[config.mk]
export PLATFORM = sky130hd
export DESIGN_NAME = sb_ctrl
export DESIGN_NICKNAME = d
export VERILOG_FILES = /design/src/rtl/sb_pkg.sv /design/src/rtl/sb_unit_status.sv /design/src/rtl/sb_reg_status.sv /design/src/rtl/sb_wb_arbiter.sv /design/src/rtl/sb_ctrl.sv
export SDC_FILE = /design/constraint.sdc
export NUM_CORES = 1
export LEC_CHECK = 0
export BUFFER_PORTS_ARGS = -buffer_cell sky130_fd_sc_hd__buf_2
export CAP_MARGIN = 20
export CORE_MARGIN = 1
export CORE_UTILIZATION = 55
export CTS_CLUSTER_DIAMETER = 30
export DETAILED_ROUTE_END_ITERATION = 10
export PLACE_DENSITY = 0.69
export SYNTH_ARGS = -nofsm -noshare
export SYNTH_HDL_FRONTEND = slang
export SYNTH_SLANG_ARGS = --single-unit
[constraint.sdc]
create_clock -name clk -period 6.64 [get_ports clk]
set_clock_uncertainty 0.2 [all_clocks]
set_input_delay 1.328 -clock clk [delete_from_list [all_inputs] [get_ports clk]]
set_output_delay 1.328 -clock clk [all_outputs]
set_load 0.02 [all_outputs]
[src/rtl/sb_pkg.sv]
package sb_pkg;

  typedef enum logic [1:0] {
    PH_IDLE  = 2'd0,
    PH_READ  = 2'd1,
    PH_EXEC  = 2'd2,
    PH_WRITE = 2'd3
  } phase_e;

endpackage

[src/rtl/sb_unit_status.sv]
module sb_unit_status #(
  parameter int REG_W = 3,
  parameter int FU_W  = 2
) (
  input  logic             clk,
  input  logic             rst_n,
  input  logic             issue_en,
  input  logic [REG_W-1:0] in_dst,
  input  logic [REG_W-1:0] in_src1,
  input  logic [REG_W-1:0] in_src2,
  input  logic             in_q1_vld,
  input  logic [FU_W-1:0]  in_q1_id,
  input  logic             in_q2_vld,
  input  logic [FU_W-1:0]  in_q2_id,
  input  logic             bc_vld,
  input  logic [FU_W-1:0]  bc_id,
  input  logic             done_in,
  input  logic             wb_grant,
  output logic             busy_o,
  output logic [REG_W-1:0] fi_o,
  output logic [REG_W-1:0] fj_o,
  output logic [REG_W-1:0] fk_o,
  output logic             rj_o,
  output logic             rk_o,
  output logic             start_o,
  output logic             wb_req_o
);
  import sb_pkg::*;

  phase_e           phase_q;
  logic [REG_W-1:0] fi_q, fj_q, fk_q;
  logic             qj_vld_q, qk_vld_q;
  logic [FU_W-1:0]  qj_q, qk_q;
  logic             rj_q, rk_q;

  logic hit_j, hit_k;
  assign hit_j = qj_vld_q && bc_vld && (qj_q == bc_id);
  assign hit_k = qk_vld_q && bc_vld && (qk_q == bc_id);

  assign busy_o   = (phase_q != PH_IDLE);
  assign start_o  = (phase_q == PH_READ) && rj_q && rk_q;
  assign wb_req_o = (phase_q == PH_WRITE);
  assign fi_o     = fi_q;
  assign fj_o     = fj_q;
  assign fk_o     = fk_q;
  assign rj_o     = rj_q;
  assign rk_o     = rk_q;

  always_ff @(posedge clk or negedge rst_n) begin
    if (!rst_n) begin
      phase_q  <= PH_IDLE;
      fi_q     <= '0;
      fj_q     <= '0;
      fk_q     <= '0;
      qj_vld_q <= 1'b0;
      qk_vld_q <= 1'b0;
      qj_q     <= '0;
      qk_q     <= '0;
      rj_q     <= 1'b0;
      rk_q     <= 1'b0;
    end else begin
      unique case (phase_q)
        PH_IDLE: begin
          if (issue_en) begin
            phase_q  <= PH_READ;
            fi_q     <= in_dst;
            fj_q     <= in_src1;
            fk_q     <= in_src2;
            qj_vld_q <= in_q1_vld;
            qk_vld_q <= in_q2_vld;
            qj_q     <= in_q1_id;
            qk_q     <= in_q2_id;
            rj_q     <= !in_q1_vld;
            rk_q     <= !in_q2_vld;
          end
        end
        PH_READ: begin
          if (start_o) begin
            phase_q <= PH_EXEC;
            rj_q    <= 1'b0;
            rk_q    <= 1'b0;
          end else begin
            if (hit_j) begin
              qj_vld_q <= 1'b0;
              rj_q     <= 1'b1;
            end
            if (hit_k) begin
              qk_vld_q <= 1'b0;
              rk_q     <= 1'b1;
            end
          end
        end
        PH_EXEC: begin
          if (done_in) phase_q <= PH_WRITE;
        end
        PH_WRITE: begin
          if (wb_grant) phase_q <= PH_IDLE;
        end
        default: phase_q <= PH_IDLE;
      endcase
    end
  end

endmodule

[src/rtl/sb_reg_status.sv]
module sb_reg_status #(
  parameter int NUM_REG = 8,
  parameter int FU_W    = 2,
  localparam int REG_W  = $clog2(NUM_REG)
) (
  input  logic                           clk,
  input  logic                           rst_n,
  input  logic                           set_en,
  input  logic [REG_W-1:0]               set_reg,
  input  logic [FU_W-1:0]                set_id,
  input  logic                           clr_en,
  input  logic [REG_W-1:0]               clr_reg,
  output logic [NUM_REG-1:0]             prod_vld,
  output logic [NUM_REG-1:0][FU_W-1:0]   prod_id
);

  for (genvar r = 0; r < NUM_REG; r++) begin : g_reg
    always_ff @(posedge clk or negedge rst_n) begin
      if (!rst_n) begin
        prod_vld[r] <= 1'b0;
        prod_id[r]  <= '0;
      end else if (set_en && (set_reg == REG_W'(r))) begin
        prod_vld[r] <= 1'b1;
        prod_id[r]  <= set_id;
      end else if (clr_en && (clr_reg == REG_W'(r))) begin
        prod_vld[r] <= 1'b0;
      end
    end
  end

endmodule

[src/rtl/sb_wb_arbiter.sv]
module sb_wb_arbiter #(
  parameter int N = 4
) (
  input  logic [N-1:0] req,
  output logic [N-1:0] gnt
);

  always_comb begin
    gnt = '0;
    for (int i = N - 1; i >= 0; i--) begin
      if (req[i]) gnt = N'(1) << i;
    end
  end

endmodule

[src/rtl/sb_ctrl.sv]
module sb_ctrl #(
  parameter int NUM_FU  = 4,
  parameter int NUM_REG = 8,
  localparam int FU_W   = (NUM_FU > 1) ? $clog2(NUM_FU) : 1,
  localparam int REG_W  = $clog2(NUM_REG)
) (
  input  logic              clk,
  input  logic              rst_n,
  input  logic              issue_valid,
  input  logic [FU_W-1:0]   issue_cls,
  input  logic [REG_W-1:0]  issue_dst,
  input  logic [REG_W-1:0]  issue_src1,
  input  logic [REG_W-1:0]  issue_src2,
  output logic              issue_ready,
  input  logic [NUM_FU-1:0] fu_done,
  output logic [NUM_FU-1:0] fu_start,
  output logic [NUM_FU-1:0] fu_wb,
  output logic              rf_wr_en,
  output logic [REG_W-1:0]  rf_wr_addr
);

  // Index of the single set bit of a grant vector.
  function automatic logic [FU_W-1:0] onehot_index(input logic [NUM_FU-1:0] v);
    logic [FU_W-1:0] idx;
    idx = '0;
    for (int i = 0; i < NUM_FU; i++) begin
      if (v[i]) idx = FU_W'(i);
    end
    return idx;
  endfunction

  // True when unit 'self' must hold its write: another unit has the
  // destination register as a ready, not yet read, source.
  function automatic logic read_pending(
    input int                            self,
    input logic [REG_W-1:0]              reg_w,
    input logic [NUM_FU-1:0]             bsy,
    input logic [NUM_FU-1:0][REG_W-1:0]  fj,
    input logic [NUM_FU-1:0][REG_W-1:0]  fk,
    input logic [NUM_FU-1:0]             rj,
    input logic [NUM_FU-1:0]             rk
  );
    logic hold;
    hold = 1'b0;
    for (int v = 0; v < NUM_FU; v++) begin
      if (v != self && bsy[v] &&
          ((rj[v] && fj[v] == reg_w) || (rk[v] && fk[v] == reg_w)))
        hold = 1'b1;
    end
    return hold;
  endfunction

  logic [NUM_FU-1:0]                busy;
  logic [NUM_FU-1:0][REG_W-1:0]     fi, fj, fk;
  logic [NUM_FU-1:0]                rj, rk;
  logic [NUM_FU-1:0]                wb_req;
  logic [NUM_FU-1:0]                war_block;
  logic [NUM_FU-1:0]                wb_elig;
  logic [NUM_REG-1:0]               prod_vld;
  logic [NUM_REG-1:0][FU_W-1:0]     prod_id;

  logic             cls_ok;
  logic             unit_free;
  logic             waw_hit;
  logic             issue_fire;
  logic             bc_vld;
  logic [FU_W-1:0]  bc_id;
  logic             q1_vld, q2_vld;

  // Issue checks: structural and write-after-write.
  assign cls_ok      = (int'(issue_cls) < NUM_FU);
  assign unit_free   = cls_ok && !busy[issue_cls];
  assign waw_hit     = prod_vld[issue_dst];
  assign issue_ready = unit_free && !waw_hit;
  assign issue_fire  = issue_valid && issue_ready;

  // Result broadcast of this cycle.
  assign bc_vld = |fu_wb;
  assign bc_id  = onehot_index(fu_wb);

  // A producer writing in the issue cycle counts as already written.
  assign q1_vld = prod_vld[issue_src1] && !(bc_vld && prod_id[issue_src1] == bc_id);
  assign q2_vld = prod_vld[issue_src2] && !(bc_vld && prod_id[issue_src2] == bc_id);

  for (genvar u = 0; u < NUM_FU; u++) begin : g_unit
    sb_unit_status #(
      .REG_W(REG_W),
      .FU_W (FU_W)
    ) u_status (
      .clk      (clk),
      .rst_n    (rst_n),
      .issue_en (issue_fire && (issue_cls == FU_W'(u))),
      .in_dst   (issue_dst),
      .in_src1  (issue_src1),
      .in_src2  (issue_src2),
      .in_q1_vld(q1_vld),
      .in_q1_id (prod_id[issue_src1]),
      .in_q2_vld(q2_vld),
      .in_q2_id (prod_id[issue_src2]),
      .bc_vld   (bc_vld),
      .bc_id    (bc_id),
      .done_in  (fu_done[u]),
      .wb_grant (fu_wb[u]),
      .busy_o   (busy[u]),
      .fi_o     (fi[u]),
      .fj_o     (fj[u]),
      .fk_o     (fk[u]),
      .rj_o     (rj[u]),
      .rk_o     (rk[u]),
      .start_o  (fu_start[u]),
      .wb_req_o (wb_req[u])
    );

    assign war_block[u] = read_pending(u, fi[u], busy, fj, fk, rj, rk);
    assign wb_elig[u]   = wb_req[u] && !war_block[u];
  end

  sb_wb_arbiter #(
    .N(NUM_FU)
  ) u_arb (
    .req(wb_elig),
    .gnt(fu_wb)
  );

  sb_reg_status #(
    .NUM_REG(NUM_REG),
    .FU_W   (FU_W)
  ) u_regs (
    .clk     (clk),
    .rst_n   (rst_n),
    .set_en  (issue_fire),
    .set_reg (issue_dst),
    .set_id  (issue_cls),
    .clr_en  (bc_vld),
    .clr_reg (rf_wr_addr),
    .prod_vld(prod_vld),
    .prod_id (prod_id)
  );

  assign rf_wr_en   = bc_vld;
  assign rf_wr_addr = fi[bc_id];

endmodule

# [Yosys cells after proc, flatten, opt, wreduce, memory -nomap -nowiden]
# Cells that the tools add are included.
[word_totals] regBits=100 in_bits=18 out_inout_bits=13 word_cells=453
[classes] order_cmp=5 eq_ne=99 mux=133 n_reduce_logical=160
[ops] op="$logic_and A1 B1 Y1" count=90
[ops] op="$mux W1" count=81
[ops] op="$eq A3 B3 Y1" count=24
[ops] op="$reduce_and A4 Y1" count=12
[ops] op="$mux W2" count=20
[ops] op="$ne A2 B1 Y1 const B" count=16
[ops] op="$pmux W1 S2" count=16
[ops] op="$pmux W2 S4" count=4
[ops] op="$reduce_bool A2 Y1" count=16
[ops] op="$eq A3 B3 Y1 const B" count=8
[ops] op="$ne A2 B2 Y1 const B" count=12
[ops] op="$ne A3 B1 Y1 const B" count=8
[ops] op="$reduce_and A3 Y1" count=8
[ops] op="$eq A2 B2 Y1" count=10
[ops] op="$eq A2 B2 Y1 const B" count=10
[ops] op="$mux W4" count=4
[ops] op="$bmux W2 S3" count=2
[ops] op="$eq A3 B2 Y1 const B" count=4
[ops] op="$logic_or A1 B1 Y1" count=12
[ops] op="$lt A3 B4 Y1 const B" count=3
[ops] op="$eq A2 B1 Y1 const B" count=5
[ops] op="$logic_not A1 Y1" count=10
[ops] op="$logic_not A2 Y1" count=5
[ops] op="$bmux W1 S3" count=3
[ops] op="other kinds (8)" count=14

# [Logic depth before layout (Yosys ltp)]
[logic_depth] depth_word=23 mapped_depth=11 ltp_nobuf=10

# [Modules after synthesis]
# Synthesis repeated with hierarchy kept, for this count alone.
[hier_totals] hier_cells=576 area_unflattened_um2=6698.9
[by_module_without_submodules] module="sb_unit_status (g_unit[0].u_status ...)" instances=2 cells_per_inst=79 area_per_inst_um2=991.0 seq_area_each_um2=475.5
[by_module_without_submodules] module="sb_unit_status (g_unit[2].u_status ...)" instances=2 cells_per_inst=77 area_per_inst_um2=975.9 seq_area_each_um2=475.5
[by_module_without_submodules] module="sb_ctrl" instances=1 cells_per_inst=193 area_per_inst_um2=1667.8 seq_area_each_um2=0.0
[by_module_without_submodules] module="sb_reg_status" instances=1 cells_per_inst=67 area_per_inst_um2=1058.5 seq_area_each_um2=600.6
[by_module_without_submodules] module="sb_wb_arbiter" instances=1 cells_per_inst=4 area_per_inst_um2=38.8 seq_area_each_um2=0.0

# [Worst setup path after synthesis]
# Ideal clock, no wire load.
[synth_timing] kind="input port to output port" startpoint="in issue_cls[0]" endpoint="out issue_ready" t_arrival_ns=2.285 t_required_ns=5.112 path_slack_ns=2.827 cell_stages=4 path_buffers=1 cell_sequence="clkbuf_1 -> mux4_2 -> nand2_1 -> inv_1"
[synth_between] elab_chain_cells=4
[synth_lines] item="start, declared" line_no="sb_ctrl.sv:10" text="input logic [FU_W-1:0] issue_cls,"
[synth_lines] item="$bmux W1 S2" line_no="sb_ctrl.sv:72" text="assign unit_free = cls_ok && !busy[issue_cls];"
[synth_lines] item="$mux W1 (implied by the code)" line_no="sb_ctrl.sv:72"
[synth_lines] item="$logic_not A1 Y1" line_no="sb_ctrl.sv:72"
[synth_lines] item="$logic_and A1 B1 Y1" line_no="sb_ctrl.sv:74" text="assign issue_ready = unit_free && !waw_hit;"
[synth_lines] item="end, declared" line_no="sb_ctrl.sv:14" text="output logic issue_ready,"
# Every way passes these cells. The select of a mux whose other input is x is not followed.

# [Worst setup path after layout]
[layout_timing] startpoint="reg g_unit[2].u_status.fi_q[0]" endpoint="out rf_wr_addr[1]"
[layout_between] elab_chain_cells=17 elab_cells_between_ends=31 classes_between="6 x eq/ne; 11 x mux; 14 x reduce/logical"
[layout_lines] item="start, declared" line_no="sb_unit_status.sv:31" text="logic [REG_W-1:0] fi_q, fj_q, fk_q;"
[layout_lines] item="start signal, assigned" line_no="sb_unit_status.sv:66" text="fi_q <= in_dst;"
[layout_lines] item="$eq A3 B3 Y1" line_no="sb_ctrl.sv:47" text="((rj[v] && fj[v] == reg_w) || (rk[v] && fk[v] == reg_w)))"
[layout_lines] item="$logic_and A1 B1 Y1" line_no="sb_ctrl.sv:47"
[layout_lines] item="$logic_or A1 B1 Y1" line_no="sb_ctrl.sv:47"
[layout_lines] item="$logic_and A1 B1 Y1" line_no="sb_ctrl.sv:46" text="if (v != self && bsy[v] &&"
[layout_lines] item="$mux W1 (2 in a row)" line_no="sb_ctrl.sv:46"
[layout_lines] item="$mux W1 (*)" line_no="sb_ctrl.sv:46"
[layout_lines] item="$logic_not A1 Y1 (*)" line_no="sb_ctrl.sv:115" text="assign wb_elig[u] = wb_req[u] && !war_block[u];"
[layout_lines] item="$logic_and A1 B1 Y1 (*)" line_no="sb_ctrl.sv:115"
[layout_lines] item="$mux W4 (*) (3 in a row)" line_no="sb_wb_arbiter.sv:11" text="if (req[i]) gnt = N'(1) << i;"
[layout_lines] item="$mux W1" line_no="sb_ctrl.sv:27" text="if (v[i]) idx = FU_W'(i);"
[layout_lines] item="$mux W2" line_no="sb_ctrl.sv:27"
[layout_lines] item="$mux W2 (*)" line_no="sb_ctrl.sv:27"
[layout_lines] item="$bmux W3 S2 (*)" line_no="sb_ctrl.sv:141" text="assign rf_wr_addr = fi[bc_id];"
[layout_lines] item="$mux W3 (implied by the code) (*)" line_no="sb_ctrl.sv:141"
[layout_lines] item="end, declared" line_no="sb_ctrl.sv:19" text="output logic [REG_W-1:0] rf_wr_addr"
# Every way passes the cells marked *; elsewhere a longest branch is shown, timed or not. The select of a mux whose other input is x is not followed.

==> impl_metrics.csv <==
group,metric,value,unit
critical_path,worstRegToRegCells,10,
die,start_util,0.564,
route,dr.first_iter.drc_count,438,
place,portBuffers,30,
power,p_clk_frac,0.191,
route,vias_per_cell,6.27,
logic_synthesis,synthTopCellsByArea,"dfrtp_1 39%, xnor2_1 9.8%, mux2_2 9.6%, mux4_2 5.2%, ha_1 3.7%",
logic_synthesis,ys.flop_type,"dfrtp_1",
logic_synthesis,yosysTopAreaCell,"dfrtp_1",
logic_synthesis,synthTopCellsByCount,"100 x dfrtp_1, 72 x xnor2_1, 55 x mux2_2",
power,swShare,0.410,
global_routing,antenna_found_initial,0,
place,place.gp.congestion,0.896,
logic_synthesis,syn_nets,649,
die,num_rows,39,
critical_path,critical_path_class,"reg2out",
clock_tree,cts_root_buf,"clkbuf_16",
clock_tree,cts.sinks,100,
clock_tree,cts_hold_buf,0,
die,io_pins,31,
logic_synthesis,netlist_instances,612,
power,peakVddDrop,0.000261,V
critical_path,endpoint_kind,"output port",
logic_synthesis,ys_seq_area_frac,0.389,
sta,fin_tns_setup,0,ns
global_routing,grt_pass1_wl,25200,um
logic_synthesis,syn_area,6440,um2
critical_path,r2r_start,"g_unit[1].u_status.phase_q[0]$_DFFE_PN0P_",
logic_synthesis,synth_top_area_frac,0.389,
cells_and_area,num_antenna_cells,0,
critical_path,cp.required,5.11,ns
critical_path,worst_ep_arrival_time,3.28,ns
sta,relSlewSlack,0.328,
die,coreArea,11400,um2
power,p_per_area,391,nW/um2
sta,rsz0062_at_grt,"no",
power,power.switching,1100,uW
clock_tree,cts_resized,0,
route,routed_wl,16000,um
clock_tree,cts_buffers,9,
sta,post-route-min-period,4.81,ns
power,share_comb_of_total_power,0.433,
die,die_w,110,um
sta,worst_slew_pin_slew,0.994,ns
route,drc,0,
global_routing,grt_max_degree,62,
place,hpwl,11700,um
cells_and_area,syn2layout_area_growth,6.72,%
critical_path,crit_end,"rf_wr_addr[1]",
clock_tree,post_cts_buffers,0,
worst_hold_path,hp-class,"reg2reg",
run_status,status,"finished clean",
sta,hold_violations,0,
route,drt-pass1-iter-count,6,
sta,finalCritPeriodShare,0.724,
critical_path,worstSetupStartpointType,"flop",
sta,drv_slew,0,
job,max_cap_violations,0,
logic_synthesis,ys_async_sr_fraction,1.00,
logic_synthesis,synthDistinctLibCells,57,
logic_synthesis,syn_area_per_cell,10.5,um2
sta,setup_viol,0,
cells_and_area,nNetsFinal,653,
power,p_seq_frac,0.375,
sta,timing.fmax,208,MHz
clock_tree,path_clk_slew,0.07,ns
cells_and_area,drive_gt1_frac,0.229,
worst_hold_path,hold_depth,2,
power,p_int,1590,uW
clock_tree,htreeDepth,3,
clock_tree,clockBufferDepth,2,
critical_path,cp_max_fo,13,
cells_and_area,layoutNonFillerInstCount,764,
clock_tree,tritoncts,"yes",
logic_synthesis,ys_seq_elements,100,
logic_synthesis,yosysMostFrequentCell,"dfrtp_1",
critical_path,r2r_setup_slack,3.18,ns
clock_tree,worstSkewPairLatency,0.36,ns
die,die_height,110,um
critical_path,crit_path_start,"g_unit[2].u_status.fi_o[0]$_DFFE_PN0P_",
critical_path,r2r_end,"g_unit[0].u_status.qj_vld_q$_DFFE_PN0P_",
route,routedWlPerCell,21.0,um
power,leakage,0.00296,uW
route,num_vias,4787,
logic_synthesis,yosys_warnings,0,
logic_synthesis,synth_edf_count,0,
place,place_inst,746,
cells_and_area,final_util,0.602,
global_routing,grt_pass1_vias,4752,
global_routing,grt_overflow,0,
die,die-area,12100,um2
global_routing,grtUsageTotal,0.285,
route,postRouteAntennaNets,0,
-- final cells by class --
class                      count  area [um2]
tap                          143         179
inverter                      34         128
multi-input combinational    435        3580
sequential                   100        2500
clock inverter                 5        43.8
clock buffer                  11         243
timing repair buffer          36         201
fill                         948        4550
-- critical path: stages, from the launching register on --
cell     delay (ns)
dfrtp_1        0.56
xnor2_1        0.21
nand4_1        0.12
a21oi_1        0.11
or4_4          0.57
a21oi_2        0.42
nor2_1         0.21
a221o_2        0.48
inv_1          0.09
buf_2          0.16
-- state kept, by name (all words and copies together), names as in the netlist --
register,count
g_unit.u_status.qk_vld_q,4
g_unit.u_status.fk_o,12
g_unit.u_status.fj_o,12
u_regs.prod_vld,8
u_regs.prod_id,16
g_unit.u_status.rk_o,4
g_unit.u_status.phase_q,8
g_unit.u_status.rj_o,4
g_unit.u_status.qj_q,8
g_unit.u_status.qj_vld_q,4
g_unit.u_status.qk_q,8
g_unit.u_status.fi_o,12
-- through the flow --
step | power [uW] | area, um2 | hold WS (ns) | worst slack (ns)
2_1_floorplan | 1870 | 6440 | 0.256 | 2.83
3_3_place_gp | 2110 | 6560 | 0.281 | 2.05
3_5_place_dp | 2160 | 6570 | 0.288 | 1.92
4_1_cts | 2690 | 6860 | 0.303 | 1.52
5_1_grt | 2850 | 6870 | 0.322 | 1.62
6_report | 2690 | 6870 | 0.301 | 1.83
-- cells in the final DEF (no fill, tap or decap), types with 4 or more instances in the layout --
cell and instances:
o21a_1 8, a21oi_1 30, a41oi_1 6, nand4_1 25, dfrtp_1 100, buf_4 6, mux2_2 55, a31oi_1 6
mux2i_1 9, buf_2 29, clkbuf_16 9, nor3_1 14, inv_1 34, nor3b_1 5, o211a_1 6, o21ai_1 4
o21ai_0 37, nand2_1 34, or3_1 9, nand3_1 4, xnor2_1 72, ha_1 19, mux4_2 15, nand2b_1 10
nor2_1 21
-- how the worst min path moves through the flow --
stage / start / to / slack [ns]
after CTS: g_unit[0].u_status.qj_q[1]$_DFFE_PN0P_ / g_unit[0].u_status.qj_q[1]$_DFFE_PN0P_ / 0.30
final: g_unit[0].u_status.qj_q[1]$_DFFE_PN0P_ / g_unit[0].u_status.qj_q[1]$_DFFE_PN0P_ / 0.30
after global routing: g_unit[0].u_status.qj_q[1]$_DFFE_PN0P_ / g_unit[0].u_status.qj_q[1]$_DFFE_PN0P_ / 0.32
after detailed placement: g_unit[0].u_status.qj_q[1]$_DFFE_PN0P_ / g_unit[0].u_status.qj_q[1]$_DFFE_PN0P_ / 0.29
after global placement: g_unit[0].u_status.qj_q[1]$_DFFE_PN0P_ / g_unit[0].u_status.qj_q[1]$_DFFE_PN0P_ / 0.28
after floorplan: g_unit[1].u_status.qk_vld_q$_DFFE_PN0P_ / g_unit[1].u_status.qk_vld_q$_DFFE_PN0P_ / 0.26
-- power by group through the flow --
stage          combinational [uW]  sequential [uW]  clock, uW
3_5_place_dp                 1150             1010          0
2_1_floorplan                 973              899          0
6_report                     1160             1010        514
5_1_grt                      1280             1030        544
4_1_cts                      1160             1000        525
3_3_place_gp                 1110              999          0
-- kinds of logic (layout without fill, tap and decap cells) --
family | Yosys count | count (layout) | synth area share
adder cells (fa/ha/maj) | 19 | 19 | 0.0369
multiplexers | 80 | 80 | 0.164
AO/OA/AOI/OAI | 119 | 119 | 0.123
flip-flops | 100 | 100 | 0.389
XOR/XNOR | 74 | 74 | 0.101
AND/OR/NAND/NOR | 143 | 143 | 0.128
buffers and inverters | 77 | 86 | 0.0585
-- routing by layer --
metal / wire (um) / vias up / part of all wire / global-route usage
li1: - / 2202 / - / -
met1: 6760 / 2407 / 0.42 / 0.365
met2: 8010 / 146 / 0.50 / 0.475
met3: 836 / 32 / 0.052 / 0.0529
met4: 403 / 0 / 0.025 / 0.120
met5: 0 / - / 0 / 0
Note: power is estimated with default switching activity, not from simulation.
